### src/rtl/rtt_cal_pkg.sv
package rtt_cal_pkg;

  typedef enum logic [2:0] {
    C_IDLE = 3'd0,
    C_SEND = 3'd1,
    C_WAIT = 3'd2,
    C_DIFF = 3'd3,
    C_POST = 3'd4
  } ctr_state_e;

endpackage

### src/rtl/rtt_remote_echo.sv
module rtt_remote_echo #(
  parameter int TS_W   = 32,
  parameter int WAIT_W = 16
) (
  input  logic              clk,
  input  logic              rst,
  input  logic              pulse_in,
  input  logic [TS_W-1:0]   remote_time,
  input  logic [WAIT_W-1:0] wait_cycles,
  output logic              pulse_out,
  output logic [TS_W-1:0]   arr_ts
);

  localparam logic [WAIT_W-1:0] ONE = WAIT_W'(1);

  logic [WAIT_W-1:0] cnt_q;
  logic [WAIT_W-1:0] wait_eff;
  logic              pulse_q;
  logic [TS_W-1:0]   ts_q;

  // zero turnaround is raised to one cycle, the shortest echo possible
  assign wait_eff = (wait_cycles == '0) ? ONE : wait_cycles;

  always_ff @(posedge clk) begin
    if (rst) begin
      cnt_q   <= '0;
      pulse_q <= 1'b0;
      ts_q    <= '0;
    end else begin
      pulse_q <= 1'b0;
      if (cnt_q != '0) begin
        cnt_q <= cnt_q - ONE;
        if (cnt_q == ONE) pulse_q <= 1'b1;
      end else if (pulse_in) begin
        ts_q  <= remote_time;
        cnt_q <= wait_eff - ONE;
        if (wait_eff == ONE) pulse_q <= 1'b1;
      end
    end
  end

  assign pulse_out = pulse_q;
  assign arr_ts    = ts_q;

endmodule

### src/rtl/rtt_center_seq.sv
module rtt_center_seq
  import rtt_cal_pkg::*;
#(
  parameter int TS_W   = 32,
  parameter int WAIT_W = 16,
  parameter int TMO_W  = 16
) (
  input  logic              clk,
  input  logic              rst,
  input  logic              start,
  input  logic [WAIT_W-1:0] wait_cycles,
  input  logic [TMO_W-1:0]  tmo_cycles,
  input  logic [TS_W-1:0]   center_time,
  input  logic              pulse_in,
  output logic              pulse_out,
  output logic              busy,
  output logic              calc_go,
  output logic              tmo_hit,
  output logic [TS_W-1:0]   t1,
  output logic [TS_W-1:0]   t2,
  output logic [WAIT_W-1:0] wait_used
);

  localparam logic [WAIT_W-1:0] W_ONE = WAIT_W'(1);
  localparam logic [TMO_W-1:0]  T_ONE = TMO_W'(1);

  ctr_state_e        state_q;
  logic              pulse_q;
  logic [TS_W-1:0]   t1_q, t2_q;
  logic [WAIT_W-1:0] wait_q;
  logic [TMO_W-1:0]  tmo_q, elapsed_q;

  // the window closes at the edge ending cycle P+T; a return seen there wins
  assign tmo_hit = (state_q == C_WAIT) && !pulse_in && (elapsed_q >= tmo_q);
  assign calc_go = (state_q == C_DIFF);
  assign busy    = (state_q != C_IDLE);

  always_ff @(posedge clk) begin
    if (rst) begin
      state_q   <= C_IDLE;
      pulse_q   <= 1'b0;
      t1_q      <= '0;
      t2_q      <= '0;
      wait_q    <= '0;
      tmo_q     <= '0;
      elapsed_q <= '0;
    end else begin
      pulse_q <= 1'b0;
      unique case (state_q)
        C_IDLE: begin
          if (start) begin
            state_q <= C_SEND;
            pulse_q <= 1'b1;
            wait_q  <= (wait_cycles == '0) ? W_ONE : wait_cycles;
            tmo_q   <= tmo_cycles;
          end
        end
        C_SEND: begin
          t1_q      <= center_time;
          elapsed_q <= T_ONE;
          state_q   <= C_WAIT;
        end
        C_WAIT: begin
          if (pulse_in) begin
            t2_q    <= center_time;
            state_q <= C_DIFF;
          end else if (tmo_hit) begin
            state_q <= C_IDLE;
          end else begin
            elapsed_q <= elapsed_q + T_ONE;
          end
        end
        C_DIFF:  state_q <= C_POST;
        C_POST:  state_q <= C_IDLE;
        default: state_q <= C_IDLE;
      endcase
    end
  end

  assign pulse_out = pulse_q;
  assign t1        = t1_q;
  assign t2        = t2_q;
  assign wait_used = wait_q;

endmodule

### src/rtl/rtt_result_calc.sv
module rtt_result_calc #(
  parameter int TS_W   = 32,
  parameter int WAIT_W = 16
) (
  input  logic              clk,
  input  logic              rst,
  input  logic              calc_go,
  input  logic              tmo_hit,
  input  logic [TS_W-1:0]   t1,
  input  logic [TS_W-1:0]   t2,
  input  logic [WAIT_W-1:0] wait_used,
  input  logic [TS_W-1:0]   arr_ts,
  output logic [TS_W-1:0]   link_delay,
  output logic              delay_odd,
  output logic [TS_W-1:0]   remote_offset,
  output logic              done,
  output logic              timeout_err
);

  logic [TS_W-1:0] wait_ext;
  logic [TS_W-1:0] diff_q;
  logic [TS_W-1:0] half;
  logic            v_q;
  logic [TS_W-1:0] dly_q, off_q;
  logic            odd_q, done_q, err_q;

  assign wait_ext = {{(TS_W-WAIT_W){1'b0}}, wait_used};
  assign half     = {1'b0, diff_q[TS_W-1:1]};

  always_ff @(posedge clk) begin
    if (rst) begin
      diff_q <= '0;
      v_q    <= 1'b0;
      dly_q  <= '0;
      off_q  <= '0;
      odd_q  <= 1'b0;
      done_q <= 1'b0;
      err_q  <= 1'b0;
    end else begin
      done_q <= 1'b0;
      v_q    <= calc_go;
      if (calc_go) diff_q <= t2 - t1 - wait_ext;
      if (v_q) begin
        dly_q  <= half;
        odd_q  <= diff_q[0];
        off_q  <= arr_ts - t1 - half;
        done_q <= 1'b1;
        err_q  <= 1'b0;
      end else if (tmo_hit) begin
        done_q <= 1'b1;
        err_q  <= 1'b1;
      end
    end
  end

  assign link_delay    = dly_q;
  assign delay_odd     = odd_q;
  assign remote_offset = off_q;
  assign done          = done_q;
  assign timeout_err   = err_q;

endmodule

### src/rtl/rtt_offset_cal.sv
module rtt_offset_cal #(
  parameter int TS_W   = 32,
  parameter int WAIT_W = 16,
  parameter int TMO_W  = 16
) (
  input  logic              clk,
  input  logic              rst,
  input  logic              cal_start,
  input  logic [WAIT_W-1:0] wait_cycles,
  input  logic [TMO_W-1:0]  timeout_cycles,
  input  logic [TS_W-1:0]   center_time,
  input  logic [TS_W-1:0]   remote_time,
  output logic              ctr_pulse_out,
  input  logic              ctr_pulse_in,
  input  logic              rmt_pulse_in,
  output logic              rmt_pulse_out,
  output logic              busy,
  output logic              done,
  output logic              timeout_err,
  output logic [TS_W-1:0]   link_delay,
  output logic              delay_odd,
  output logic [TS_W-1:0]   remote_offset
);

  logic              calc_go, tmo_hit;
  logic [TS_W-1:0]   t1, t2, arr_ts;
  logic [WAIT_W-1:0] wait_used;

  rtt_remote_echo #(.TS_W(TS_W), .WAIT_W(WAIT_W)) u_remote (
    .clk         (clk),
    .rst         (rst),
    .pulse_in    (rmt_pulse_in),
    .remote_time (remote_time),
    .wait_cycles (wait_cycles),
    .pulse_out   (rmt_pulse_out),
    .arr_ts      (arr_ts)
  );

  rtt_center_seq #(.TS_W(TS_W), .WAIT_W(WAIT_W), .TMO_W(TMO_W)) u_center (
    .clk         (clk),
    .rst         (rst),
    .start       (cal_start),
    .wait_cycles (wait_cycles),
    .tmo_cycles  (timeout_cycles),
    .center_time (center_time),
    .pulse_in    (ctr_pulse_in),
    .pulse_out   (ctr_pulse_out),
    .busy        (busy),
    .calc_go     (calc_go),
    .tmo_hit     (tmo_hit),
    .t1          (t1),
    .t2          (t2),
    .wait_used   (wait_used)
  );

  rtt_result_calc #(.TS_W(TS_W), .WAIT_W(WAIT_W)) u_calc (
    .clk           (clk),
    .rst           (rst),
    .calc_go       (calc_go),
    .tmo_hit       (tmo_hit),
    .t1            (t1),
    .t2            (t2),
    .wait_used     (wait_used),
    .arr_ts        (arr_ts),
    .link_delay    (link_delay),
    .delay_odd     (delay_odd),
    .remote_offset (remote_offset),
    .done          (done),
    .timeout_err   (timeout_err)
  );

endmodule

### config.mk
export PLATFORM = sky130hd
export DESIGN_NAME = rtt_offset_cal
export DESIGN_NICKNAME = d
export VERILOG_FILES = /design/src/rtl/rtt_cal_pkg.sv /design/src/rtl/rtt_remote_echo.sv /design/src/rtl/rtt_center_seq.sv /design/src/rtl/rtt_result_calc.sv /design/src/rtl/rtt_offset_cal.sv
export SDC_FILE = /design/constraint.sdc
export NUM_CORES = 1
export LEC_CHECK = 0
export ABC_AREA = 0
export BUFFER_PORTS_ARGS = -buffer_cell sky130_fd_sc_hd__buf_2
export CAP_MARGIN = 40
export CORE_MARGIN = 2
export CORE_UTILIZATION = 60
export DETAILED_ROUTE_END_ITERATION = 16
export PLACE_DENSITY_LB_ADDON = 0.12
export SYNTH_ARGS = -nofsm -noshare
export SYNTH_HDL_FRONTEND = slang
export SYNTH_SLANG_ARGS = --single-unit
### constraint.sdc
create_clock -name clk -period 4.4 [get_ports clk]
set_input_delay 1.32 -clock clk [delete_from_list [all_inputs] [get_ports clk]]
set_output_delay 1.32 -clock clk [all_outputs]
set_load 0.005 [all_outputs]
==> run metrics, run 1 <==
Die X-Extent 164 um; Seq/Total Area, Yosys 34.3%; Pwr Total 0.00797 W; grt total ovfl 0; Worst-Skew Late Latency about 550 ps; # setup viols final 0; Synth cell types 82; synthesis-stage register bit count approximately 260; Clock Path Buffers 3; max_cap viols 0; worst slew pin tran slightly below 900 ps; initial antenna violation count 1; CP Capture Type flop; worst vdd ir 0.345 mV; Global Route Usage Sum between 30% and 40%; Fin Clk Skew 12.0 ps; Setup CP Type flop to flop; Cells after Synth 1919; Routed Antenna Nets 0; fmax 254 MHz; final wirelength 40700 um; initial core utilization between 60% and 70%; Chip Height between 150 and 200 um; DP Area 16500 um^2; final design area excluding fillers 17400 um^2; TritonCTS clock tree built; root buffer cell clkbuf_16; DP HPWL roughly 30000 um; status completed; RSZ-0062 raised after global routing no; CP arrival 4370 ps; via count roughly 14000; CTS sink count 264; ys flop type dfxtp_1; row cnt 58; Boundary Pins 171; DRC 0; Final Max Tran Viols 0; Post-CTS Hold Buffers 0; fillers 2173; share of flip-flops with an asynchronous set or reset 0%; post-CTS setup buffer count 0; WL/cell roughly 17 um; Crit path required time 4840 ps; routability congestion estimate 0.960; vias in the first global route 13200; EDFF count, synth 0; fin crit share 89.4%; area of the die 27000 um^2; Pre-antenna DRT Iters 6; Mapped Area 15400 um^2; Max-slew headroom ~41%; TritonCTS buffer count 29; Util after Layout slightly below 70%; Ys Warns 0; layout cell share with drive strength beyond 1 roughly an eighth; nets@finish 2299; # port buffers around 170; DR vias/cell 5.76; LEAKAGE ~7.3 nW; Worst Path Max Fanout 6; endpoints failing hold 0; startpoint class of the critical path flop; cts repair resizes 0; Final TNS setup 0 ps; First DRT Iteration DRCs roughly 1100; core area 25200 um^2; HP Class flop to flop; Area growth syn-to-layout 12.9%; first-pass GRT wire length 65300 um; Power Dens Cells 458 nW/um^2; Hold Slack roughly 450 ps; Synth Area per Inst 8.03 um^2; largest net degree at the start of global routing 152; clock slew at reported path FFs 60 ps; H-tree lvl count 1; Syn Nets 2170; Tmin final 3930 ps
-- cell families after synthesis --
group / Yosys count / synth area share [%]
DFF: 264 / 34.3
buffers and inverters: 261 / 6.59
AOI/OAI and AO/OA: 439 / 17.8
other: 1 / 0.0243
adders and majority gates: 150 / 14.5
and+or+nand+nor: 681 / 19.4
muxes: 54 / 3.53
xor gates and xnor gates: 69 / 3.92
-- synthesized netlist by cell type (all sizes together), types with 26 or more instances --
cell type	instances	area [um^2]
mux2i	51	510
a21o	41	309
a21oi	224	1120
xor2	26	228
inv	173	649
dfxtp	264	5290
clkbuf	64	241
nand3	26	130
xnor2	43	377
nand2	370	1390
fa	47	941
nor2	145	544
ha	103	1290
o21ai	41	205
-- per-layer routing --
layer  share of wire [%]  wire length [um]  track usage, %
met2                  46             18800            49.9
met3                 5.0              2060            3.28
met4                 3.9              1570            11.0
met5                   0                 0               0
met1                  45             18300            40.6
-- final cells by class --
class	instances	area [um^2]	area share [%]
Clock buffer	46	900	5.17
Sequential cell	264	5290	30.4
Clock inverter	5	31.3	0.180
Antenna cell	1	2.50	0.0144
Multi-Input combinational cell	1394	9120	52.4
Timing Repair Buffer	185	992	5.70
Tap cell	330	413	2.37
Inverter	174	653	3.75
-- stage by stage --
step | setup slack (ps) | instances
finish | 466 | 2399
global route | 319 | 2399
detailed placement | 697 | 2347
CTS | 694 | 2398
floorplan | 1170 | 1919
global placement | 771 | 2346
-- cell usage in the layout (no fill, tap or decap), types with 5 or more instances in the layout --
master / count
and2_1: 8
clkbuf_1: 6
clkbuf_16: 29
o21bai_1: 5
clkbuf_8: 11
buf_2: 168
ha_1: 103
a31oi_1: 16
o21ai_0: 39
inv_1: 173
a211oi_1: 23
and3_1: 18
mux2i_1: 51
dfxtp_1: 263
nor4_1: 8
fa_1: 47
nand3_1: 26
nand2b_1: 11
or3_1: 13
nor2b_1: 6
nand3b_1: 7
nor2_1: 145
xor2_1: 26
o31ai_1: 5
o211ai_1: 6
a21o_1: 40
a21oi_1: 224
nand4_1: 24
buf_4: 14
o21a_1: 16
nor3_1: 18
xnor2_1: 43
nand2_1: 369
-- worst paths after layout --
kind                                       from                        to  slack, ps  cells after the start
worst max register to register  u_center.t1[10]  u_calc.remote_offset[31]        470                     11
worst min register to register  u_center.t2[18]           u_center.t2[18]        450                      2
worst min-delay path            u_center.t2[18]           u_center.t2[18]        450                      2
worst max-delay path            u_center.t1[10]  u_calc.remote_offset[31]        470                     11
-- power by group --
part	internal [W]	switching, W
logic	0.00117	0.00175
registers	0.00254	0.000130
clock network	0.00139	0.000995
total	0.00510	0.00287
-- critical path, stage by stage, from the launching register on --
cell      delay (ps)
dfxtp_1          330
inv_1             90
fa_1             490
ha_1             380
a211oi_1         300
nand2_1          130
nor4_1           680
or3_1            300
a31oi_1          120
a21oi_1          430
o21ai_0          220
a221o_1          350
-- state kept, by name, summed over array words and instances (netlist names) --
signal	count
u_calc.delay_odd	1
u_calc.diff_q	32
u_calc.done	1
u_calc.link_delay	31
u_calc.remote_offset	32
u_calc.timeout_err	1
u_calc.v_q	1
u_center.elapsed_q	16
u_center.pulse_out	1
u_center.state_q	3
u_center.t1	32
u_center.t2	32
u_center.tmo_q	16
u_center.wait_used	16
u_remote.arr_ts	32
u_remote.cnt_q	16
u_remote.pulse_out	1
Power figures use the tool's default switching activity.
==> inputs of run 2 (changes only) <==
--- a/config.mk
+++ b/config.mk
@@ -11,7 +11,9 @@
 export CORE_MARGIN = 2
 export CORE_UTILIZATION = 60
 export DETAILED_ROUTE_END_ITERATION = 16
-export PLACE_DENSITY_LB_ADDON = 0.12
+export MAX_ROUTING_LAYER = met4
+export PLACE_DENSITY = 0.81
 export SYNTH_ARGS = -nofsm -noshare
 export SYNTH_HDL_FRONTEND = slang
 export SYNTH_SLANG_ARGS = --single-unit
+export TNS_END_PERCENT = 10
==> run 2 against run 1 <==
Against the previous run:
- first-iteration DRC count decreased by 2.6%
- hold slack about the same
- combinational power about the same
- sequential share of layout area decreased by 0.22 points
- non-clock buffer count increased by 1
- global-route usage increased by 1.3 points
- critical path type unchanged
- largest cell class unchanged
==> run metrics, run 2 (synthesized netlist as in run 1, its figures left out) <==
WL/cell 17.3 um (was 17.0 um); most common cell after layout, fill and taps aside nand2_1 (unchanged); Util after Layout 69.6% (was 69.1%); area of the die 27000 um^2 (unchanged); RSZ-0062 raised after global routing no (unchanged); Final Max Tran Viols 0 (unchanged); DP Area 16500 um^2 (about the same); Chip Height 164 um (unchanged); CTS sink count 264 (unchanged); root buffer cell clkbuf_16 (unchanged); row cnt 58 (unchanged); Post-CTS Hold Buffers 0 (unchanged); DP HPWL 30400 um (was 29900 um); Top Metal Used met4 (unchanged); grt total ovfl 0 (unchanged); routability congestion estimate 0.950 (was 0.960); post-CTS setup buffer count 0 (unchanged); routed wl met3 2230 um (was 2060 um); initial core utilization 61.2% (unchanged); Routed Antenna Nets 0 (unchanged); Setup CP Type flop to flop (unchanged); fin crit share 87.7% (was 89.4%); fmax 259 MHz (was 254 MHz); status completed (unchanged); Pint 0.00523 W (was 0.00510 W); met2 WL 19700 um (was 18800 um); Pre-antenna DRT Iters 5 (was 6); max_cap viols 0 (unchanged); Die X-Extent 164 um (unchanged); # setup viols final 0 (unchanged); DR vias/cell 5.80 (was 5.76); Boundary Pins 171 (unchanged); CP Capture Type flop (unchanged); vias in the first global route 13200 (about the same); via count 13900 (was 13800); worst vdd ir 0.408 mV (was 0.345 mV); Logic pwr share 35.8% (was 36.6%); startpoint class of the critical path flop (unchanged); Final TNS setup 0 ps (unchanged); clock slew at reported path FFs 60 ps (about the same); Global Route Usage Sum 31.4% (was 30.1%); TritonCTS clock tree built (unchanged); clock share of power 31.3% (was 29.9%); switching share of total power 35.8% (was 36.0%); Tmin final 3860 ps (was 3930 ps); Worst-Skew Late Latency 570 ps (was 550 ps); Fin Clk Skew 15.8 ps (was 12.0 ps); Crit path required time 4850 ps (was 4840 ps); first-pass GRT wire length 66100 um (was 65300 um); layout cell share with drive strength beyond 1 12.7% (was 12.2%); cts repair resizes 0 (unchanged); HP Class flop to flop (unchanged); Clock Path Buffers 3 (unchanged); LEAKAGE 7.41 nW (was 7.35 nW); final design area excluding fillers 17500 um^2 (was 17400 um^2); Max-slew headroom 16.0% (was 41.0%); Area growth syn-to-layout 13.7% (was 12.9%); H-tree lvl count 1 (unchanged); sequential group share of total power 32.8% (was 33.5%); Metal-1 WL 17900 um (was 18300 um); largest net degree at the start of global routing 213 (was 152); most frequent cells in the layout nand2_1 (369), dfxtp_1 (263), a21oi_1 (224), inv_1 (173), buf_2 (168) (unchanged); Power Dens Cells 465 nW/um^2 (was 458 nW/um^2); DRC 0 (unchanged); nets@finish 2301 (was 2299); TritonCTS buffer count 30 (was 29); First DRT Iteration DRCs 1080 (was 1109); endpoints failing hold 0 (unchanged); final wirelength 41600 um (was 40700 um); Worst Path Max Fanout 6 (unchanged); net switching power 0.00292 W (was 0.00287 W); initial antenna violation count 1 (unchanged); CP arrival 4310 ps (was 4370 ps); worst slew pin tran 1260 ps (was 877 ps); # port buffers 169 (unchanged); core area 25200 um^2 (unchanged)
==> run 2: cell types whose count changed in the layout (fill, tap and decap cells not counted), moves of 2 or more <==
| cell | change |
|---|---|
| clkbuf_8 | -4 |
| clkinv_2 | +4 |
| clkbuf_1 | -3 |
| bufinv_16 | +2 |
| clkbuf_16 | +2 |
| clkinvlp_4 | +2 |
==> run 2: worst max-delay path, cell delays in order (launching register included) <==
cell and delay [ps]:
dfxtp_1 350, inv_1 100, fa_1 480, ha_1 380
a211oi_1 330, nand2_1 120, nor4_1 740, or3_1 270
a31oi_1 100, a21oi_1 370, o21ai_0 180, a221o_1 330
==> run 2: power groups by stage <==
stage	logic [W]	clock network [W]	registers [W]
3_3_place_gp	0.00280	0	0.00271
4_1_cts	0.00288	0.00258	0.00267
2_1_floorplan	0.00218	0	0.00269
5_1_grt	0.00323	0.00268	0.00269
3_5_place_dp	0.00284	0	0.00272
6_report	0.00292	0.00256	0.00268
==> run 2: layout make-up <==
cell class	count	area (um^2)
Sequential cell	264	5290
Multi-Input combinational cell	1394	9120
Inverter	174	653
Fill cell	2098	7660
Timing Repair Buffer	186	1030
Antenna cell	1	2.50
Tap cell	330	413
Clock buffer	41	883
Clock inverter	14	135
==> run 2: worst paths after layout <==
check | startpoint | slack [ps] | to | depth (start not counted)
worst max-delay path | u_center.t1[10] | 540 | u_calc.remote_offset[31] | 11
worst min register to register | u_center.t1[14] | 450 | u_center.t1[14] | 2
worst min-delay path | u_center.t1[14] | 450 | u_center.t1[14] | 2
worst max register to register | u_center.t1[10] | 540 | u_calc.remote_offset[31] | 11
==> run 2: per-stage QoR <==
step | instances | setup slack [ps] | power (W) | hold slack [ps]
after CTS | 2403 | 649 | 0.00813 | 456
after detailed placement | 2348 | 662 | 0.00557 | 447
after global placement | 2344 | 844 | 0.00551 | 441
after global routing | 2404 | 428 | 0.00861 | 474
final | 2404 | 543 | 0.00816 | 453
after floorplan | 1919 | 1170 | 0.00487 | 436
==> run 2: per-layer routing <==
metal  GRT usage, %  vias up
met4           12.2        0
met5              -        -
met3           2.90       98
met1           40.1     6593
met2           51.7      473
li1               -     6785
